===== src/rtl/sram_seq_pkg.sv =====
package sram_seq_pkg;

  typedef enum logic [2:0] {
    ST_IDLE,
    ST_READ,
    ST_WSET,
    ST_WDRV,
    ST_WREC
  } seq_state_t;

  // whole clock cycles needed to cover t_ps, rounded up
  function automatic int cyc_ceil(input int t_ps, input int clk_ps);
    return (t_ps + clk_ps - 1) / clk_ps;
  endfunction

  function automatic int imax(input int a, input int b);
    return (a > b) ? a : b;
  endfunction

endpackage


===== src/rtl/sram_seq_timer.sv =====
module sram_seq_timer #(
  parameter int CW = 4
) (
  input  logic          clk,
  input  logic          rst_n,
  input  logic          load,
  input  logic [CW-1:0] init,
  output logic          done
);

  logic [CW-1:0] cnt;

  always_ff @(posedge clk or negedge rst_n) begin
    if (!rst_n)            cnt <= '0;
    else if (load)         cnt <= init;
    else if (cnt != '0)    cnt <= cnt - CW'(1);
  end

  assign done = (cnt == '0);

endmodule


===== src/rtl/sram_seq_fsm.sv =====
module sram_seq_fsm
  import sram_seq_pkg::*;
#(
  parameter int CW      = 4,
  parameter int RD_CYC  = 13,
  parameter int ODW_CYC = 5,
  parameter int DRV_CYC = 5,
  parameter int REC_CYC = 3
) (
  input  logic          clk,
  input  logic          rst_n,
  input  logic          cmd_valid,
  input  logic          cmd_write,
  input  logic          tmr_done,
  output logic          cmd_ready,
  output logic          accept,
  output logic          tmr_load,
  output logic [CW-1:0] tmr_init,
  output logic          rd_capture,
  output logic          mem_ce_n,
  output logic          mem_we_n,
  output logic          mem_oe_n,
  output logic          dq_drive
);

  seq_state_t state, nxt;

  assign cmd_ready = (state == ST_IDLE);
  assign accept    = cmd_valid && cmd_ready;

  always_comb begin
    nxt        = state;
    tmr_init   = '0;
    rd_capture = 1'b0;
    case (state)
      ST_IDLE: if (cmd_valid) begin
        nxt      = cmd_write ? ST_WSET : ST_READ;
        tmr_init = cmd_write ? CW'(ODW_CYC - 1) : CW'(RD_CYC - 1);
      end
      ST_READ: if (tmr_done) begin
        nxt        = ST_IDLE;
        rd_capture = 1'b1;
      end
      ST_WSET: if (tmr_done) begin
        nxt      = ST_WDRV;
        tmr_init = CW'(DRV_CYC - 1);
      end
      ST_WDRV: if (tmr_done) begin
        nxt      = ST_WREC;
        tmr_init = CW'(REC_CYC - 1);
      end
      ST_WREC: if (tmr_done) nxt = ST_IDLE;
      default: nxt = ST_IDLE;
    endcase
  end

  assign tmr_load = (nxt != state);

  always_ff @(posedge clk or negedge rst_n) begin
    if (!rst_n) begin
      state    <= ST_IDLE;
      mem_ce_n <= 1'b1;
      mem_we_n <= 1'b1;
      mem_oe_n <= 1'b1;
      dq_drive <= 1'b0;
    end else begin
      state    <= nxt;
      mem_ce_n <= !(nxt inside {ST_READ, ST_WSET, ST_WDRV});
      mem_we_n <= !(nxt inside {ST_WSET, ST_WDRV});
      mem_oe_n <= (nxt != ST_READ);
      dq_drive <= (nxt inside {ST_WDRV, ST_WREC});
    end
  end

  // never drive the bus while the memory may drive it
  a_r9_no_contention: assert property (@(posedge clk) disable iff (!rst_n)
    dq_drive |-> mem_oe_n);
  // write strobe only with chip select, output enable held off
  a_r5_we_inside_ce: assert property (@(posedge clk) disable iff (!rst_n)
    !mem_we_n |-> (mem_oe_n && !mem_ce_n));
  // write ends with both strobes rising on one edge
  a_r5_joint_release: assert property (@(posedge clk) disable iff (!rst_n)
    $rose(mem_we_n) |-> $rose(mem_ce_n));
  // drive starts only inside an active write
  a_r6_drive_in_write: assert property (@(posedge clk) disable iff (!rst_n)
    $rose(dq_drive) |-> !mem_we_n);
  // busy right after a transfer
  a_r2_busy_after_accept: assert property (@(posedge clk) disable iff (!rst_n)
    accept |=> !cmd_ready);

endmodule


===== src/rtl/sram_seq_dpath.sv =====
module sram_seq_dpath #(
  parameter int AW = 11,
  parameter int DW = 8
) (
  input  logic          clk,
  input  logic          rst_n,
  input  logic          accept,
  input  logic [AW-1:0] cmd_addr,
  input  logic [DW-1:0] cmd_wdata,
  input  logic          rd_capture,
  input  logic [DW-1:0] mem_dq_in,
  output logic [AW-1:0] mem_addr,
  output logic [DW-1:0] mem_dq_out,
  output logic          rsp_valid,
  output logic [DW-1:0] rsp_data
);

  always_ff @(posedge clk or negedge rst_n) begin
    if (!rst_n) begin
      mem_addr   <= '0;
      mem_dq_out <= '0;
      rsp_valid  <= 1'b0;
      rsp_data   <= '0;
    end else begin
      rsp_valid <= rd_capture;
      if (accept) begin
        mem_addr   <= cmd_addr;
        mem_dq_out <= cmd_wdata;
      end
      if (rd_capture) rsp_data <= mem_dq_in;
    end
  end

  // response is a single-cycle pulse
  a_r4_single_pulse: assert property (@(posedge clk) disable iff (!rst_n)
    rsp_valid |=> !rsp_valid);

endmodule


===== src/rtl/sram_seq.sv =====
module sram_seq
  import sram_seq_pkg::*;
#(
  parameter int AW        = 11,
  parameter int DW        = 8,
  parameter int CLK_PS    = 8000,
  parameter int T_ACC_PS  = 100000,
  parameter int T_OE_PS   = 50000,
  parameter int T_CYC_PS  = 100000,
  parameter int T_WP_PS   = 75000,
  parameter int T_DS_PS   = 40000,
  parameter int T_ODW_PS  = 35000,
  parameter int T_WR_PS   = 10000,
  parameter int T_DH_PS   = 10000
) (
  input  logic          clk,
  input  logic          rst_n,
  input  logic          cmd_valid,
  output logic          cmd_ready,
  input  logic          cmd_write,
  input  logic [AW-1:0] cmd_addr,
  input  logic [DW-1:0] cmd_wdata,
  output logic          rsp_valid,
  output logic [DW-1:0] rsp_data,
  output logic [AW-1:0] mem_addr,
  output logic          mem_ce_n,
  output logic          mem_we_n,
  output logic          mem_oe_n,
  output logic [DW-1:0] mem_dq_out,
  output logic          mem_dq_oe,
  input  logic [DW-1:0] mem_dq_in
);

  localparam int CYC_CYC = cyc_ceil(T_CYC_PS, CLK_PS);
  localparam int RD_CYC  = imax(imax(cyc_ceil(T_ACC_PS, CLK_PS),
                                     cyc_ceil(T_OE_PS, CLK_PS)),
                                imax(CYC_CYC - 1, 1));
  localparam int ODW_CYC = imax(cyc_ceil(T_ODW_PS, CLK_PS), 1);
  localparam int DS_CYC  = imax(cyc_ceil(T_DS_PS, CLK_PS), 1);
  localparam int WL_CYC  = imax(cyc_ceil(T_WP_PS, CLK_PS), ODW_CYC + DS_CYC);
  localparam int DRV_CYC = WL_CYC - ODW_CYC;
  localparam int REC_CYC = imax(imax(cyc_ceil(T_WR_PS, CLK_PS),
                                     cyc_ceil(T_DH_PS, CLK_PS)),
                                imax(CYC_CYC - WL_CYC, 1));
  localparam int MAX_CYC = imax(imax(RD_CYC, ODW_CYC), imax(DRV_CYC, REC_CYC));
  localparam int CW      = $clog2(MAX_CYC + 1);

  logic          accept, tmr_load, tmr_done, rd_capture, dq_drive;
  logic [CW-1:0] tmr_init;

  sram_seq_timer #(.CW(CW)) u_timer (
    .clk  (clk),
    .rst_n(rst_n),
    .load (tmr_load),
    .init (tmr_init),
    .done (tmr_done)
  );

  sram_seq_fsm #(
    .CW(CW), .RD_CYC(RD_CYC), .ODW_CYC(ODW_CYC),
    .DRV_CYC(DRV_CYC), .REC_CYC(REC_CYC)
  ) u_fsm (
    .clk       (clk),
    .rst_n     (rst_n),
    .cmd_valid (cmd_valid),
    .cmd_write (cmd_write),
    .tmr_done  (tmr_done),
    .cmd_ready (cmd_ready),
    .accept    (accept),
    .tmr_load  (tmr_load),
    .tmr_init  (tmr_init),
    .rd_capture(rd_capture),
    .mem_ce_n  (mem_ce_n),
    .mem_we_n  (mem_we_n),
    .mem_oe_n  (mem_oe_n),
    .dq_drive  (dq_drive)
  );

  sram_seq_dpath #(.AW(AW), .DW(DW)) u_dpath (
    .clk       (clk),
    .rst_n     (rst_n),
    .accept    (accept),
    .cmd_addr  (cmd_addr),
    .cmd_wdata (cmd_wdata),
    .rd_capture(rd_capture),
    .mem_dq_in (mem_dq_in),
    .mem_addr  (mem_addr),
    .mem_dq_out(mem_dq_out),
    .rsp_valid (rsp_valid),
    .rsp_data  (rsp_data)
  );

  assign mem_dq_oe = dq_drive;

  // address frozen while the memory is selected
  a_r8_addr_stable: assert property (@(posedge clk) disable iff (!rst_n)
    !mem_ce_n |=> (mem_ce_n || $stable(mem_addr)));
  // no transfer edge while the sequencer is busy changes the address
  a_r2_hold_when_busy: assert property (@(posedge clk) disable iff (!rst_n)
    (!cmd_ready && mem_dq_oe) |=> $stable(mem_addr));

endmodule


===== config.mk =====
export PLATFORM = sky130hd
export DESIGN_NAME = sram_seq
export DESIGN_NICKNAME = d
export VERILOG_FILES = /design/src/rtl/sram_seq_pkg.sv /design/src/rtl/sram_seq_timer.sv /design/src/rtl/sram_seq_fsm.sv /design/src/rtl/sram_seq_dpath.sv /design/src/rtl/sram_seq.sv
export SDC_FILE = /design/constraint.sdc
export NUM_CORES = 1
export LEC_CHECK = 0
export ABC_AREA = 1
export BUFFER_PORTS_ARGS = -buffer_cell sky130_fd_sc_hd__buf_2
export CAP_MARGIN = 5
export CORE_MARGIN = 2
export CORE_UTILIZATION = 28
export CTS_CLUSTER_SIZE = 25
export DETAILED_ROUTE_END_ITERATION = 16
export PLACE_DENSITY_LB_ADDON = 0.12
export SLEW_MARGIN = 20
export SYNTH_ARGS = -nofsm -noshare
export SYNTH_HDL_FRONTEND = slang
export SYNTH_HIERARCHICAL = 1
export SYNTH_SLANG_ARGS = --single-unit

===== constraint.sdc =====
create_clock -name clk -period 4.3 [get_ports clk]
set_input_delay 0.86 -clock clk [delete_from_list [all_inputs] [get_ports clk]]
set_output_delay 0.86 -clock clk [all_outputs]
set_load 0.01 [all_outputs]

* Word level (Yosys, flattened, before mapping)
Cells that the tools add are included.
** Storage, ports and cells
- Bits in registers :: 39
- Bits of input ports :: 31
- Output and inout bits :: 33
- Logic and storage cells :: 47
** Operators by class
- $add $sub $neg :: 1
- Eq/ne operators :: 10
- Muxes and demuxes :: 15
- Reductions and logical operators :: 11
** Operators by type and width (count)
- 2-to-1 mux 4 bit :: 4
- 2-to-1 mux 3 bit :: 5
- equality test 3 x 2 -> 1 bit (second input constant) :: 4
- case mux 3 bit (4 select lines) :: 1
- case mux 4 bit (3 select lines) :: 1
- equality test 3 x 1 -> 1 bit (second input constant) :: 2
- equality test 3 bit (second input constant) :: 2
- nonzero test 2 bit :: 3
- logical NOT 4 bit :: 1
- 2-to-1 mux 2 bit :: 2
- nonzero test 4 bit :: 1
- subtractor 4 x 1 -> 4 bit (second input constant) :: 1
- logical NOT 3 bit :: 1
- != test 3 x 1 -> 1 bit (second input constant) :: 1
- != test 3 bit :: 1
- nonzero test 3 bit :: 1
- logical NOT 1 bit :: 2
- 2-to-1 mux 1 bit :: 2
- OR reduction 2 bit :: 1
- logical AND 1 bit :: 1

* Depth between registers and ports, before layout
- Depth after elaboration :: 6
- Mapped depth :: 15
- Gate-level depth less buffers :: 15

* By module
Netlist, hierarchy kept.
** By module, submodules not included
- sram_seq_dpath :: instances 1, cells each 115, area an instance 1068.5 µm², sequential area each 700.7 µm²
- sram_seq_fsm :: instances 1, cells each 47, area an instance 414.1 µm², sequential area each 178.9 µm²
- sram_seq_timer :: instances 1, cells each 34, area an instance 242.7 µm², sequential area each 100.1 µm²

* Worst setup path before layout
No wires, ideal clock.
- Path type :: input-to-reg
- Start point :: input port cmd_valid
- End point :: register u_timer.cnt[0]
- Setup time :: 0.127 ns
- Arrival :: 1.682 ns
- Data required time :: 4.173 ns
- Path slack :: 2.491 ns
- Stages :: 10
- Buffers on the path :: 0
- Cells stage by stage :: inv_1 -> nor2_1 -> nand3_2 -> nand2_1 -> a21oi_1 -> nand3_1 -> inv_1 -> nand3_2 -> nand2_1 -> o21ai_0
** On the way
- Longest elaborated chain between the ends :: 4
- Elaborated cells on any way between the ends :: 7
- Classes of those cells :: eq/ne (1); mux (5); reduce/logical (1)
** Ends and longest elaborated chain
- from (decl) :: RTL line sram_seq.sv:18 : input logic cmd_valid,
- 2-to-1 mux 3 bit (*) :: RTL line sram_seq_fsm.sv:36 : ST_IDLE: if (cmd_valid) begin
- case mux 3 bit (4 select lines) (*) :: RTL line sram_seq_fsm.sv:35 : case (state)
- != test 3 bit (*) :: RTL line sram_seq_fsm.sv:57 : assign tmr_load = (nxt != state);
- named net tmr_load :: RTL line sram_seq.sv:48 : logic accept, tmr_load, tmr_done, rd_capture, dq_drive;
- 2-to-1 mux 4 bit or nonzero test 2 bit (tied branches)
- to (signal assigned) :: RTL line sram_seq_timer.sv:15 : else if (load) cnt <= init;
- to (signal assigned) :: RTL line sram_seq_timer.sv:16 : else if (cnt != '0) cnt <= cnt - CW'(1);
- to (decl) :: RTL line sram_seq_timer.sv:11 : logic [CW-1:0] cnt;
The timed path passes the listed nets; every way through them passes the cells marked *.
A chain may end at the register's enable or synchronous reset.

* Final worst setup path
- Start point :: register u_timer.cnt[0]
- End point :: register u_dpath.rsp_data[7]
** On the way
- Longest elaborated chain between the ends :: 3
** Ends and longest elaborated chain
- logical NOT 4 bit :: RTL line sram_seq_timer.sv:19 : assign done = (cnt == '0);
- named net tmr_done :: RTL line sram_seq.sv:48
- 2-to-1 mux 1 bit :: RTL line sram_seq_fsm.sv:40 : ST_READ: if (tmr_done) begin
- 2-to-1 mux 1 bit :: RTL line sram_seq_fsm.sv:35
- named net rd_capture :: RTL line sram_seq.sv:48
- to (signal assigned) :: RTL line sram_seq_dpath.sv:30 : if (rd_capture) rsp_data <= mem_dq_in;
- to (decl) :: RTL line sram_seq_dpath.sv:15 : output logic [DW-1:0] rsp_data
The timed path passes the listed nets, and every way through them passes these cells.

==> flow_summary.json <==
{
  "start_util_pct": 28.97,
  "ant_nets": 0,
  "syn_nets": 228,
  "nets": 294,
  "min_path_type": "reg2reg",
  "utilization_pct": 36.47,
  "worstMarginPinSlew_ps": 888.7,
  "fin_ws_ps": 2064,
  "place_congestion": 0.6992,
  "power_leakage_nw": 1.244,
  "whs_ps": 468.6,
  "setup-violations-final": 0,
  "drive_gt1_share_pct": 36.88,
  "clkSlewWorstSetupHoldPaths_ps": 80,
  "clock_latency_ps": 290,
  "htreeDepth": 2,
  "critPathSlowestCell": "nor4_2",
  "netlist_area_um2": 1725,
  "cts_tree": "yes",
  "vdd_ir_drop_max_v": 0.0002305,
  "core_um2": 5956,
  "dp_cells": 330,
  "layout_worst_path_cycle_share_pct": 52.00,
  "final_cell_area_um2": 2172,
  "grt_pass1_wl_mm": 5.754,
  "cts_sinks": 39,
  "fin_crit_ps": 2236,
  "crit_fanout": 10,
  "worstHoldStart": "u_dpath/mem_addr[2]$_DFFE_PN0P_",
  "pin_count": 64,
  "cts_hold_buffers": 0,
  "path_cells": "inv_1, ha_1, nand2_1, inv_1, inv_1, nor4_2, inv_1, nand2_1, nand2_1",
  "num_vias": 1390,
  "yosys_register_bits": 39,
  "antenna_cells": 0,
  "synth_ff_type": "dfrtp_1",
  "areaGrowthSynthToFinish_pct": 25.89,
  "numCtsBuffers": 5,
  "synth_cells": 196,
  "synth_seq_area_share_pct": 56.78,
  "critPathRequiredTime_ps": 4480,
  "finalClockSkew_ps": 5.788,
  "async_flop_share_pct": 100.0,
  "clockBufferDepth": 2,
  "grt_max_degree": 40,
  "crit_path_end_kind": "flip-flop",
  "placed_area_um2": 2087,
  "start_kind": "flip-flop",
  "synth_area_per_cell_um2": 8.803,
  "crit_start": "u_timer/cnt[0]$_DFFE_PN0P_",
  "maxSlewHeadroom_pct": 40.76,
  "yosys.area.top_type_share_pct": 52.21,
  "post_cts_buffers": 0,
  "groute.usage.overall_pct": 11.46,
  "slew_viol_final": 0,
  "drt_wl_total_mm": 3.652,
  "drc": 0,
  "dpl.hpwl_mm": 2.692,
  "status": "completed",
  "synth_common_cells": "98 x nand2_1, 36 x dfrtp_1, 12 x inv_1",
  "synth.area.top_cells": "dfrtp_1 52%, nand2_1 21%, dfstp_2 4.6%, inv_1 2.6%, buf_6 2.0%",
  "cts_resized": 0,
  "pre_cts_slack_ps": 2035,
  "worstPathArrival_ps": 2410,
  "synth_edf_count": 0,
  "synth_cell_types": 24,
  "viasPerCell": 4.112,
  "grt_pass1_vias": 1242,
  "instances_no_fill": 338,
  "yosys_warnings": 6,
  "cts-root-buf": "clkbuf_8",
  "grt-ovfl-total": 0,
  "critPathMostFrequentCell": "inv_1",
  "cap_violations": 0,
  "die_h_um": 82.50,
  "rr_startpoint": "u_timer/cnt[0]$_DFFE_PN0P_",
  "max_stage_delay_ps": 640,
  "wl_per_cell_um": 10.80,
  "synth_top_area_cell": "dfrtp_1",
  "hold_violations": 0,
  "port_buffers": 63,
  "yosysMostFrequentCell": "nand2_1",
  "antenna_found_initial": 0,
  "power_density_nw_per_um2": 751.7,
  "dieArea_um2": 6806,
  "row_count": 28,
  "drt-pass1-iter-count": 4,
  "rsz0062_at_grt": "false",
  "setup_tns_ps": 0,
  "first_iter_violations": 42,
  "max_freq_mhz": 447.3,
  "worstSetupPathType": "reg2reg",
  "power.total_mw": 1.633,
  "die_w_um": 82.50
}
==> kinds of logic (layout without fill, tap and decap cells) <==
kind of cell             count (synthesis)  in the layout  synth area share (%)
adder cells (fa/ha/maj)                  1              1                0.7250
XOR/XNOR                                 1              1                0.5077
AND/OR/NAND/NOR                        123            123                 31.69
other                                    1              1                0.2173
buffers and inverters                   22             89                 7.252
flip-flops                              39             39                 56.78
AO/OA/AOI/OAI                            9              9                 2.828
==> path summary, 6_finish.rpt <==
check / slack, ps / to / depth (start not counted)
min in group asynchronous: 680 / u_timer/cnt[0]$_DFFE_PN0P_ / 1
worst min-delay path: 470 / u_dpath/mem_addr[2]$_DFFE_PN0P_ / 2
worst max-delay path: 2060 / u_dpath/rsp_data[7]$_DFFE_PN0P_ / 9
worst max register to register: 2060 / u_dpath/rsp_data[7]$_DFFE_PN0P_ / 9
max in group asynchronous: 3050 / u_dpath/mem_addr[9]$_DFFE_PN0P_ / 1
worst min register to register: 470 / u_dpath/mem_addr[2]$_DFFE_PN0P_ / 2
==> layer usage <==
metal	vias up	track usage, %	share of wire, %
met5	-	0	0
met4	0	5.410	1.9
met3	7	3.152	6.5
met2	42	17.42	42
met1	620	15.08	50
li1	721	-	-
==> flip-flops by register name, indices dropped and copies added, names as in the netlist <==
| name | cells |
|---|---|
| u_dpath/mem_addr | 11 |
| u_dpath/mem_dq_out | 8 |
| u_dpath/rsp_data | 8 |
| u_timer/cnt | 4 |
| u_fsm/state | 3 |
| u_dpath/rsp_valid | 1 |
| u_fsm/dq_drive | 1 |
| u_fsm/mem_ce_n | 1 |
| u_fsm/mem_oe_n | 1 |
| u_fsm/mem_we_n | 1 |
==> cell usage in the layout, fill, tap and decap left out, types with 2 or more instances in the layout <==
cell type / n
nand2_4: 2
nand3_1: 3
dfrtp_1: 36
a21oi_1: 2
inv_2: 5
clkbuf_8: 5
nand3_2: 3
dfstp_2: 3
nor2_1: 4
o21ai_0: 6
inv_1: 12
nand2_1: 98
buf_2: 63
nand2_2: 5
nor2_2: 4
==> critical path, delay by kind of cell, from the launching register on <==
family | cells | cell delay [ps]
adder cells (fa/ha/maj) | 1 | 230
buffers and inverters | 4 | 600
flip-flops | 1 | 380
AND/OR/NAND/NOR | 4 | 910
==> area by class of cell <==
class / count / area (um^2)
Multi-Input combinational cell: 135 / 626.9
Fill cell: 664 / 3784
Clock buffer: 6 / 72.57
Tap cell: 75 / 93.84
Timing Repair Buffer: 64 / 322.8
Inverter: 17 / 63.81
Sequential cell: 39 / 979.7
Clock inverter: 2 / 12.51
==> power by group <==
part           leakage (nW)  switching (mW)  internal, mW
sequential            0.481          0.0937         0.548
combinational         0.722           0.465         0.283
clock                0.0412           0.130         0.113
total                  1.24           0.689         0.944
Power figures use the tool's default switching activity.
